<file path="src/rtl/exc_seq_pkg.sv">
package exc_seq_pkg;
  localparam logic [31:0] BOOT_ADDR    = 32'hBFC0_0000;
  localparam logic [31:0] REFILL_ENTRY = 32'h8000_0000;
  localparam logic [31:0] COMMON_ENTRY = 32'h8000_0080;
  localparam logic [31:0] STEP         = 32'd4;

  typedef enum logic [3:0] {
    CAUSE_EXT_INT   = 4'd0,
    CAUSE_TLB_MOD   = 4'd1,
    CAUSE_TLB_LD    = 4'd2,
    CAUSE_TLB_ST    = 4'd3,
    CAUSE_ADR_LD    = 4'd4,
    CAUSE_ADR_ST    = 4'd5,
    CAUSE_BUS_FETCH = 4'd6,
    CAUSE_BUS_DATA  = 4'd7,
    CAUSE_SYSCALL   = 4'd8,
    CAUSE_BREAK     = 4'd9,
    CAUSE_RSVD      = 4'd10,
    CAUSE_COP_UNUSE = 4'd11,
    CAUSE_OVERFLOW  = 4'd12
  } cause_e;
endpackage

</file>
<file path="src/rtl/exc_sample_tick.sv">
// Counts retirements and flags the one completing each group of PERIOD.
module exc_sample_tick #(
  parameter int PERIOD = 64
) (
  input  logic clk,
  input  logic rst,
  input  logic adv,
  output logic due
);
  localparam int CW = (PERIOD > 1) ? $clog2(PERIOD) : 1;
  localparam logic [CW-1:0] LAST = CW'(PERIOD - 1);

  logic [CW-1:0] cnt_q;

  assign due = adv && (cnt_q == LAST);

  always_ff @(posedge clk) begin
    if (rst)         cnt_q <= '0;
    else if (due)    cnt_q <= '0;
    else if (adv)    cnt_q <= cnt_q + 1'b1;
  end
endmodule

</file>
<file path="src/rtl/exc_irq_pick.sv">
// Fixed-order scan: the lowest enabled pending source wins.
module exc_irq_pick #(
  parameter int NSRC = 6,
  localparam int IW  = (NSRC > 1) ? $clog2(NSRC) : 1
) (
  input  logic [NSRC-1:0] pend,
  input  logic [NSRC-1:0] mask,
  output logic            hit,
  output logic [IW-1:0]   idx
);
  logic [NSRC-1:0] live;
  assign live = pend & mask;
  assign hit  = |live;

  always_comb begin
    idx = '0;
    for (int k = NSRC - 1; k >= 0; k--) begin
      if (live[k]) idx = IW'(k);
    end
  end
endmodule

</file>
<file path="src/rtl/exc_pc_seq.sv">
module exc_pc_seq
  import exc_seq_pkg::*;
#(
  parameter int NSRC   = 6,
  parameter int PERIOD = 64,
  localparam int IW    = (NSRC > 1) ? $clog2(NSRC) : 1
) (
  input  logic            clk,
  input  logic            rst,
  input  logic            retire_i,
  input  logic            br_take_i,
  input  logic [31:0]     br_target_i,
  input  logic            exc_req_i,
  input  logic            exc_refill_i,
  input  logic [3:0]      exc_code_i,
  input  logic [NSRC-1:0] irq_pend_i,
  input  logic [NSRC-1:0] irq_mask_i,
  output logic [31:0]     pc_o,
  output logic [31:0]     npc_o,
  output logic [31:0]     epc_o,
  output logic            bd_o,
  output logic [3:0]      code_o,
  output logic [IW-1:0]   irq_num_o,
  output logic            taken_o
);
  logic [31:0]   pc_q, npc_q, epc_q;
  logic          bd_q, taken_q;
  logic [3:0]    code_q;
  logic [IW-1:0] inum_q;

  logic          counted, poll, irq_hit;
  logic [IW-1:0] irq_idx;

  // A retirement is counted only when no exception replaces it.
  assign counted = retire_i && !exc_req_i;

  exc_sample_tick #(.PERIOD(PERIOD)) u_tick (
    .clk (clk),
    .rst (rst),
    .adv (counted),
    .due (poll)
  );

  exc_irq_pick #(.NSRC(NSRC)) u_pick (
    .pend (irq_pend_i),
    .mask (irq_mask_i),
    .hit  (irq_hit),
    .idx  (irq_idx)
  );

  // Address pair after a normal retirement.
  logic [31:0] adv_pc, adv_npc;
  assign adv_pc  = npc_q;
  assign adv_npc = br_take_i ? br_target_i : (npc_q + STEP);

  logic [31:0] exc_entry;
  assign exc_entry = exc_refill_i ? REFILL_ENTRY : COMMON_ENTRY;

  always_ff @(posedge clk) begin
    if (rst) begin
      pc_q    <= BOOT_ADDR;
      npc_q   <= BOOT_ADDR + STEP;
      epc_q   <= '0;
      bd_q    <= 1'b0;
      code_q  <= '0;
      inum_q  <= '0;
      taken_q <= 1'b0;
    end else begin
      taken_q <= 1'b0;
      if (exc_req_i) begin
        epc_q   <= pc_q;
        bd_q    <= (npc_q != pc_q + STEP);
        code_q  <= exc_code_i;
        inum_q  <= '0;
        pc_q    <= exc_entry;
        npc_q   <= exc_entry + STEP;
        taken_q <= 1'b1;
      end else if (poll && irq_hit) begin
        epc_q   <= adv_pc;
        bd_q    <= (adv_npc != adv_pc + STEP);
        code_q  <= CAUSE_EXT_INT;
        inum_q  <= irq_idx;
        pc_q    <= COMMON_ENTRY;
        npc_q   <= COMMON_ENTRY + STEP;
        taken_q <= 1'b1;
      end else if (retire_i) begin
        pc_q  <= adv_pc;
        npc_q <= adv_npc;
      end
    end
  end

  assign pc_o      = pc_q;
  assign npc_o     = npc_q;
  assign epc_o     = epc_q;
  assign bd_o      = bd_q;
  assign code_o    = code_q;
  assign irq_num_o = inum_q;
  assign taken_o   = taken_q;
endmodule

</file>
<file path="config.mk">
export PLATFORM = sky130hd
export DESIGN_NAME = exc_pc_seq
export DESIGN_NICKNAME = d
export VERILOG_FILES = /design/src/rtl/exc_seq_pkg.sv /design/src/rtl/exc_sample_tick.sv /design/src/rtl/exc_irq_pick.sv /design/src/rtl/exc_pc_seq.sv
export SDC_FILE = /design/constraint.sdc
export NUM_CORES = 1
export LEC_CHECK = 0
export BUFFER_PORTS_ARGS = -buffer_cell sky130_fd_sc_hd__buf_2
export CAP_MARGIN = 25
export CORE_MARGIN = 10
export CORE_UTILIZATION = 59
export DETAILED_ROUTE_END_ITERATION = 12
export PLACE_DENSITY = 0.86
export REMOVE_ABC_BUFFERS = 1
export SETUP_SLACK_MARGIN = 0.1
export SYNTH_ARGS = -nofsm -noshare
export SYNTH_HDL_FRONTEND = slang
export SYNTH_SLANG_ARGS = --single-unit
</file>
<file path="constraint.sdc">
create_clock -name clk -period 4.4 [get_ports clk]
set_input_delay 0 -clock clk [delete_from_list [all_inputs] [get_ports clk]]
set_output_delay 0 -clock clk [all_outputs]
set_load 0.05 [all_outputs]
</file>
==> reports/results.txt, run 1 <==
status: completed
antenna-violating nets left: 0
die area: 0.01645 mm^2
Port Buffers: 158
CTS Root Cell: clkbuf_16
area grow syn2layout: 16.76%
FF-to-FF Start: pc_o[2]
top cell type by total area after synthesis: dfxtp_1
postcts setup bufs: 0
Slew Limit Fails: 0
Post-synth EDFFs: 0
Yosys reg bits: 111
Yosys cell types: 56
Arrival @ worst endpoint: 3.67 ns
vias in the first global route: 7084
FP Rows: 39
Data required, critical path: 4.64 ns
critical path launch point: pc_o[2]
CP most frequent cell: or3_1
gr ovfl total: 0
pwr/cell area: 290.1 mW/mm^2
IO Pins: 159
TritonCTS clock tree: yes
clock slew at reported path FFs: 0.07 ns
WS Path Type: flop to flop
layout cell share with drive strength beyond 1: 0.1918
Cells after Synth: 912
die width: 128.3 um
period utilisation layout: 0.7790
Max-Cap Viols: 0
leading cell types in the layout, fill and taps excluded: buf_2, dfxtp_1, nor2_1
leakage power: 3.109 nW
hold crit path type: input port to flop
CTS max path bufs: 2
Most used DFF post-synth: dfxtp_1
Relative slew margins: 0.2921
PostCTS Resize Cnt: 0
synthesized cell area: 0.006914 mm^2
largest net degree at the start of global routing: 59
via count: 7469
worst skew pair latency: 0.37 ns
HP Start: br_target_i[2]
first-pass GRT wire length: 36260 um
CTS Sinks: 111
slowest CP cell: or3_1
DRC: 0
WHS: 0.01920 ns
Clock Skews: 0.009536 ns
Final GP Congestion: 0.9983
initial antenna violation count: 2
Slew @ Worst Pin: 1.062 ns
Worst Setup Start Kind: flop
share of the synthesized area in the top cell type: 0.3214
H-tree levels: 3
drt pass-1 iters: 6
Final min period: 3.427 ns
synth top area cells: dfxtp_1, xnor2_1, a22oi_1
TritonCTS Buffers: 9
core box area: 0.01147 mm^2
final setup vio count: 0
DR vias/cell: 6.395
CP Capture Type: flop
syn avg cell area: 7.581 um^2
die extent in y: 128.3 um
overall routing resource usage: 0.2666
crit path max fanout: 13
CP Cell Sequence: ha_1 > nand3_1 > or3_1 > or3_1 > a22oi_1 > nand4_1 > or4_1 > o31ai_1 > a21oi_1
Worst path max stage delay: 0.61 ns
First DRT Iteration DRCs: 969
RSZ-0062 raised after global routing: no
Starting Density: 0.6029
peak supply drop: 331.4 uV
final setup TNS: 0 ns
final WL: 22670 um
Yosys warnings: 0
Final Net Count: 1074
maximum clock rate: 291.8 MHz
post-synthesis sequential area ratio: 0.3214
commonest non-fill, non-tap cell in the layout: buf_2
Synth async-reset ratio: 0
detailed placement HPWL: 15790 um
Hold Buf Count CTS: 14
Hold Vio Cnt, Final: 0
WL/cell: 19.41 um
==> metal layers <==
metal / part of all wire / GRT usage
met3: 0.11 / 0.06203
met5: 0 / 0
met4: 0.029 / 0.1159
met2: 0.46 / 0.4278
met1: 0.40 / 0.3333
==> per-stage QoR <==
step	worst slack [ns]	std cells	util	total power [mW]	cell area, um^2
floorplan	1.094	822	-	1.386	6560
global placement	1.121	1134	0.6645	1.544	7620
detailed placement	0.9975	1135	0.6669	1.554	7647
CTS	0.9942	1165	0.7033	2.338	8065
global route	0.7626	1166	0.7035	2.419	8068
finish	0.9726	1168	0.7040	2.342	8073
==> worst max-delay path: cells and delay by family (launching register included) <==
kind,cells,cell delay (ns)
and+or+nand+nor,5,2.02
AOI/OAI and AO/OA,3,0.57
DFF,1,0.48
adders and majority gates,1,0.23
==> state kept, by name, summed over array words and instances (netlist names) <==
register      count
irq_num_o         3
npc_o            32
bd_o              1
u_tick.cnt_q      6
pc_o             32
code_o            4
taken_o           1
epc_o            32
==> final timing paths <==
check,to,slack [ns],cells past startpoint
min,npc_o[2],0.02,5
max reg2reg,bd_o,0.97,9
min reg2reg,epc_o[12],0.45,2
max,bd_o,0.97,9
==> synthesized netlist by cell type, types with 5 or more instances <==
library cell,count
nand2b_1,9
o21ai_0,37
a211oi_1,6
a22oi_1,66
and4_1,7
nor3_1,25
o211ai_1,6
mux2i_1,6
and3_1,10
nor2_1,101
clkbuf_1,73
dfxtp_1,111
nand3_1,25
nor4_1,20
o31ai_1,7
a21oi_1,85
xnor2_1,60
nand4_1,19
xor2_1,33
nand2_1,84
a221o_1,9
or3_1,6
a21o_1,7
nand4b_1,5
buf_2,13
inv_1,8
a31oi_1,8
==> power by group <==
part           leakage, nW  total (mW)  internal [mW]  switching (mW)
clock                0.136       0.791          0.414           0.377
combinational         2.07       0.448          0.152           0.296
sequential           0.906        1.10           1.04          0.0660
total                 3.11        2.34           1.60           0.740
==> cell type report <==
class,instances,area [um^2]
Clock inverter,3,17.52
Sequential cell,111,2222
Timing Repair Buffer,184,1044
Fill cell,978,3395
Multi-Input combinational cell,702,4309
Tap cell,143,178.9
Clock buffer,13,260.3
Inverter,9,33.78
Antenna cell,3,7.507
==> cell families (layout without fill, tap and decap cells) <==
kind of cell    after synthesis  after routing  synth area share
flops                       111            111            0.3214
compound gates              259            259            0.2430
fa+ha+maj                     3              3          0.005429
other cells                   0              3                 0
xor+xnor                     93             93            0.1178
simple gates                339            339            0.2443
buf+inv                      99            209           0.05610
mux                           8              8           0.01194
No activity file was read; power rests on OpenSTA's default activity.
==> run 2: changes to the inputs <==
- CORE_UTILIZATION: 59 -> 55
- PLACE_DENSITY: 0.86 -> 0.81
- clock period: 4.4 -> 3.3 ns (I/O delays scaled with it)
==> reports/results.txt, run 2 (synthesis results as in run 1) <==
status: completed
Sequential Power Share: 0.451 (-0.020)
core box area: 0.01216 mm^2 (+6.1%)
Data required, critical path: 3.51 ns (-1.13 ns)
WHS: 0.009710 ns (-0.009492 ns)
first-pass GRT wire length: 37110 um (+2.3%)
clock slew at reported path FFs: 0.07 ns (about the same)
Post-Layout Inst Area: 0.008379 mm^2 (+3.8%)
final setup vio count: 0 (unchanged)
commonest non-fill, non-tap cell in the layout: buf_2
antenna-violating nets left: 0 (unchanged)
leakage power: 3.294 nW (+5.9%)
leading cell types in the layout, fill and taps excluded: buf_2, dfxtp_1, nor2_1
CP Capture Type: flop
die extent in y: 132.1 um (+3.0%)
drt pass-1 iters: 5 (-1)
initial antenna violation count: 1 (-1)
TritonCTS clock tree: yes
detailed placement HPWL: 16870 um (+6.8%)
IO Pins: 159 (unchanged)
multi-input logic area: 0.004315 mm^2 (+0.15%)
P_sw: 1.005 mW (+36%)
overall routing resource usage: 0.2559 (-0.01074)
DR vias/cell: 6.121 (-4.3%)
maximum clock rate: 325.7 MHz (+12%)
Sw Share: 0.3162 (about the same)
Starting Density: 0.5685 (-0.03443)
postcts setup bufs: 0 (unchanged)
Fillers: 1082 (+11%)
Logic pwr share: 0.206 (+0.015)
Hold Vio Cnt, Final: 0 (unchanged)
Final Util: 0.6890 (-0.01499)
hold crit path type: input port to flop
Arrival @ worst endpoint: 3.28 ns (-0.39 ns)
Final GP Congestion: 1.014 (+1.6%)
CTS max path bufs: 2 (unchanged)
RSZ-0062 raised after global routing: no
die width: 132.1 um (+3.0%)
final WL: 23520 um (+3.8%)
DRC: 0 (unchanged)
First DRT Iteration DRCs: 834 (-14%)
crit path max fanout: 10 (-3)
CTS Sinks: 111 (unchanged)
Final Net Count: 1111 (+3.4%)
area grow syn2layout: 21.19%
placed cell area: 0.007936 mm^2 (+3.8%)
Seq. cell area: 0.002223 mm^2 (about the same)
clock network fraction of total power: 0.343 (+0.005)
worst skew pair latency: 0.37 ns (about the same)
die area: 0.01746 mm^2 (+6.1%)
final setup TNS: 0 ns (unchanged)
Port Buffers: 158 (unchanged)
WL/cell: 19.16 um (-1.3%)
WS Path Type: flop to flop
Clock Skews: 0.01313 ns (+0.003592 ns)
Final min period: 3.071 ns (-0.3567 ns)
Relative slew margins: 0.3166 (+0.02451)
Worst Setup Start Kind: flop
Max-Cap Viols: 0 (unchanged)
CTS Root Cell: clkbuf_16
gr ovfl total: 0 (unchanged)
total power: 3.179 mW (+36%)
largest net degree at the start of global routing: 77 (+31%)
peak supply drop: 311.2 uV (-6.1%)
Internal Power: 2.174 mW (+36%)
R2R setup slack: 0.23 ns (-0.74 ns)
via count: 7516 (+0.63%)
FP Rows: 40 (+2.6%)
H-tree levels: 3 (unchanged)
TritonCTS Buffers: 9 (unchanged)
pwr/cell area: 379.4 mW/mm^2 (+31%)
layout cell share with drive strength beyond 1: 0.2238 (+0.03202)
Slew @ Worst Pin: 1.025 ns (-0.03677 ns)
period utilisation layout: 0.9305 (+0.1516)
vias in the first global route: 7055 (-0.41%)
Slew Limit Fails: 0 (unchanged)
==> run 2: area by class of cell <==
cell class,instances,share of cell area
multi-input combinational,702,0.5150
inverter,9,0.004032
antenna,1,0.0002986
tap,168,0.02509
clock inverter,4,0.003136
sequential,111,0.2653
timing repair buffer,221,0.1553
clock buffer,12,0.03181
==> run 2: repair_timing <==
item	4_1_cts	5_1_grt
endpoints found under the hold margin	14	0
endpoints found under the setup margin	0	1
gates resized for setup	0	2
hold buffers	14	0
==> run 2: power by group through the flow <==
stage	logic [mW]	clock network [mW]	registers [mW]
floorplan	0.233	0	1.62
global route	0.704	1.15	1.44
detailed placement	0.634	0	1.46
finish	0.655	1.09	1.43
global placement	0.627	0	1.46
CTS	0.648	1.10	1.43
==> run 2: metrics by stage <==
| step | std cells | setup slack (ns) |
|---|---|---|
| 6_report | 1228 | 0.2292 |
| 3_5_place_dp | 1197 | 0.2938 |
| 2_1_floorplan | 822 | -0.006491 |
| 5_1_grt | 1228 | 0.1023 |
| 3_3_place_gp | 1197 | 0.4045 |
| 4_1_cts | 1227 | 0.2844 |
==> run 2: path summary, 6_finish.rpt <==
check                   from        end  depth (start not counted)
max                npc_o[14]       bd_o                         10
min reg2reg        epc_o[22]  epc_o[22]                          2
min          br_target_i[22]  npc_o[22]                          5
max reg2reg        npc_o[14]       bd_o                         10
==> run 2: layer usage <==
metal / share of wire / track usage / vias to the layer above
met3: 0.10 / 0.07546 / 42
met4: 0.025 / 0.1069 / 0
met2: 0.46 / 0.3965 / 373
met1: 0.41 / 0.3232 / 3517
li1: - / - / 3584
met5: 0 / 0 / -
==> run 2: worst max-delay path, cell delays in order, from the launching register on <==
cell       delay, ns
dfxtp_1         0.59
nand4_1         0.33
nor4_1          0.41
buf_4           0.20
xnor2_1         0.13
o21ai_0         0.11
nor4_1          0.33
o2111ai_1       0.16
o41ai_1         0.43
buf_4           0.18
a21oi_1         0.06
==> run 3: changes to the inputs <==
- CELL_PAD_IN_SITES_DETAIL_PLACEMENT: unset -> 0
- CELL_PAD_IN_SITES_GLOBAL_PLACEMENT: unset -> 1
- CORE_UTILIZATION: 55 -> 39
- PLACE_DENSITY: 0.81 -> unset
- PLACE_DENSITY_LB_ADDON: unset -> 0.1
==> reports/results.txt, run 3 (synthesis results as in run 1) <==
status: completed
largest net degree at the start of global routing: 58 (-25%)
IO Pins: 159 (unchanged)
CP Depth: 8 (-2)
first-pass GRT wire length: 40030 um (+7.9%)
Worst path max stage delay: 0.63 ns (+0.04 ns)
pwr/cell area: 388.6 mW/mm^2 (+2.4%)
Relative slew margins: 0.4243 (+0.1078)
Data required, critical path: 3.53 ns (+0.02 ns)
WS Path Type: flop to flop
Clock Skews: 0.005348 ns (-0.007779 ns)
Logic pwr share: 0.203 (-0.003)
First DRT Iteration DRCs: 645 (-23%)
Final Net Count: 1110 (-0.090%)
Max-Cap Viols: 0 (unchanged)
placed cell area: 0.008013 mm^2 (+0.96%)
P_sw: 1.082 mW (+7.7%)
CTS max path bufs: 2 (unchanged)
clock network fraction of total power: 0.362 (+0.019)
Post-Layout Inst Area: 0.008471 mm^2 (+1.1%)
detailed placement HPWL: 18290 um (+8.5%)
TritonCTS clock tree: yes
initial antenna violation count: 0 (-1)
Worst Setup Start Kind: flop
vias in the first global route: 6904 (-2.1%)
WL/cell: 20.11 um (+5.0%)
crit path buf inv count: 0 (-2)
core box area: 0.01736 mm^2 (+43%)
antenna-violating nets left: 0 (unchanged)
Sw Share: 0.3288 (+0.01261)
setup ws final: 0.3473 ns (+0.1180 ns)
HP Start: br_target_i[2]
Slew @ Worst Pin: 0.8544 ns (-0.1707 ns)
overall routing resource usage: 0.2095 (-0.04643)
Sequential Power Share: 0.435 (-0.016)
commonest non-fill, non-tap cell in the layout: buf_2
RSZ-0062 raised after global routing: no
CP top delay family: simple AND/OR/NAND/NOR gates
CTS Root Cell: clkbuf_16
Internal Power: 2.209 mW (+1.6%)
DR vias/cell: 5.720 (-6.6%)
layout cell share with drive strength beyond 1: 0.2240 (about the same)
FF-to-FF Start: npc_o[7]
die extent in y: 153.2 um (+16%)
Hold Vio Cnt, Final: 0 (unchanged)
peak supply drop: 247.9 uV (-20%)
Final GP Congestion: 0.8625 (-15%)
slowest CP cell: dfxtp_1
via count: 7344 (-2.3%)
period utilisation layout: 0.8948 (-0.03577)
CP Capture Type: flop
final setup vio count: 0 (unchanged)
leakage power: 3.299 nW (+0.13%)
FP Rows: 48 (+20%)
Starting Density: 0.3984 (-0.1702)
leading cell types in the layout, fill and taps excluded: buf_2, dfxtp_1, nor2_1
final WL: 25830 um (+9.8%)
critical path launch point: npc_o[7]
worst skew pair latency: 0.36 ns (about the same)
crit path max fanout: 13 (+3)
TritonCTS Buffers: 9 (unchanged)
dpl ws: 0.3640 ns (+0.07021 ns)
Final min period: 2.953 ns (-0.1180 ns)
Slew Limit Fails: 0 (unchanged)
Port Buffers: 158 (unchanged)
CTS Sinks: 111 (unchanged)
clock slew at reported path FFs: 0.08 ns (about the same)
CP Cell Sequence: and4_1 > nand4_2 > nor4_2 > xnor2_1 > a221oi_1 > o2111ai_1 > o41ai_1 > a21oi_1
WHS Path Cells: 5 (unchanged)
die width: 153.2 um (+16%)
drt pass-1 iters: 5 (unchanged)
DRC: 0 (unchanged)
hold crit path type: input port to flop
die area: 0.02345 mm^2 (+34%)
H-tree levels: 3 (unchanged)
gr ovfl total: 0 (unchanged)
worst reg2reg path depth: 8 (-2)
area grow syn2layout: 22.51%
Arrival @ worst endpoint: 3.18 ns (-0.10 ns)
maximum clock rate: 338.7 MHz (+4.0%)
## run 3: cell types whose count changed in the layout (fill, tap and decap cells not counted), moves of 2 or more
cell	delta
clkbuf_8	-3
clkinv_4	+3
clkinv_2	-2
inv_8	+2
## run 3: path summary, 6_finish.rpt
path | end | slack [ns]
min reg2reg | epc_o[18] | 0.45
max reg2reg | bd_o | 0.35
max | bd_o | 0.35
min | npc_o[2] | 0.009
## run 3: per-stage QoR
| stage | TNS, ns | utilization | std cells | power (mW) | hold slack (ns) |
|---|---|---|---|---|---|
| 6_report | 0 | 0.4880 | 1284 | 3.292 | 0.008881 |
| 5_1_grt | 0 | 0.4879 | 1283 | 3.431 | 0.02539 |
| 4_1_cts | 0 | 0.4872 | 1283 | 3.316 | 0.002571 |
| 3_5_place_dp | 0 | 0.4616 | 1254 | 2.115 | 0.2412 |
| 3_3_place_gp | 0 | 0.4616 | 1254 | 2.115 | 0.2319 |
| 2_1_floorplan | -0.006491 | - | 822 | 1.848 | 0.06907 |
## run 3: cell type report
class,count,area [um^2]
multi-input combinational,702,4327
clock inverter,7,87.58
inverter,9,33.78
sequential,111,2222
tap,225,281.5
clock buffer,9,225.2
antenna,1,2.502
fill,1805,8886
timing repair buffer,220,1291
## run 3: worst register-to-register path, stage by stage, from the launching register on
cell and delay, ns:
dfxtp_1 0.63, and4_1 0.40, nand4_2 0.29, nor4_2 0.40, xnor2_1 0.15, a221oi_1 0.29
o2111ai_1 0.16, o41ai_1 0.39, a21oi_1 0.11
## run 3: power groups by stage
| stage | combinational (mW) | clock [mW] | sequential, mW |
|---|---|---|---|
| after floorplan | 0.233 | 0 | 1.62 |
| after CTS | 0.665 | 1.22 | 1.43 |
| after global routing | 0.718 | 1.27 | 1.44 |
| final | 0.667 | 1.19 | 1.43 |
| after global placement | 0.652 | 0 | 1.46 |
| after detailed placement | 0.651 | 0 | 1.46 |
## run 3: per-layer routing
layer	up-vias	global-route usage	part of all wire
li1	3587	-	-
met1	3505	0.2858	0.46
met2	231	0.3286	0.46
met3	21	0.04798	0.069
met4	0	0.04405	0.0088
met5	-	0	0
## run 3: repair_timing
item,CTS,global route
gates resized for setup,0,2
endpoints found under the hold margin,13,0
endpoints found under the setup margin,0,1
buffers inserted,0,0
hold buffers,13,0
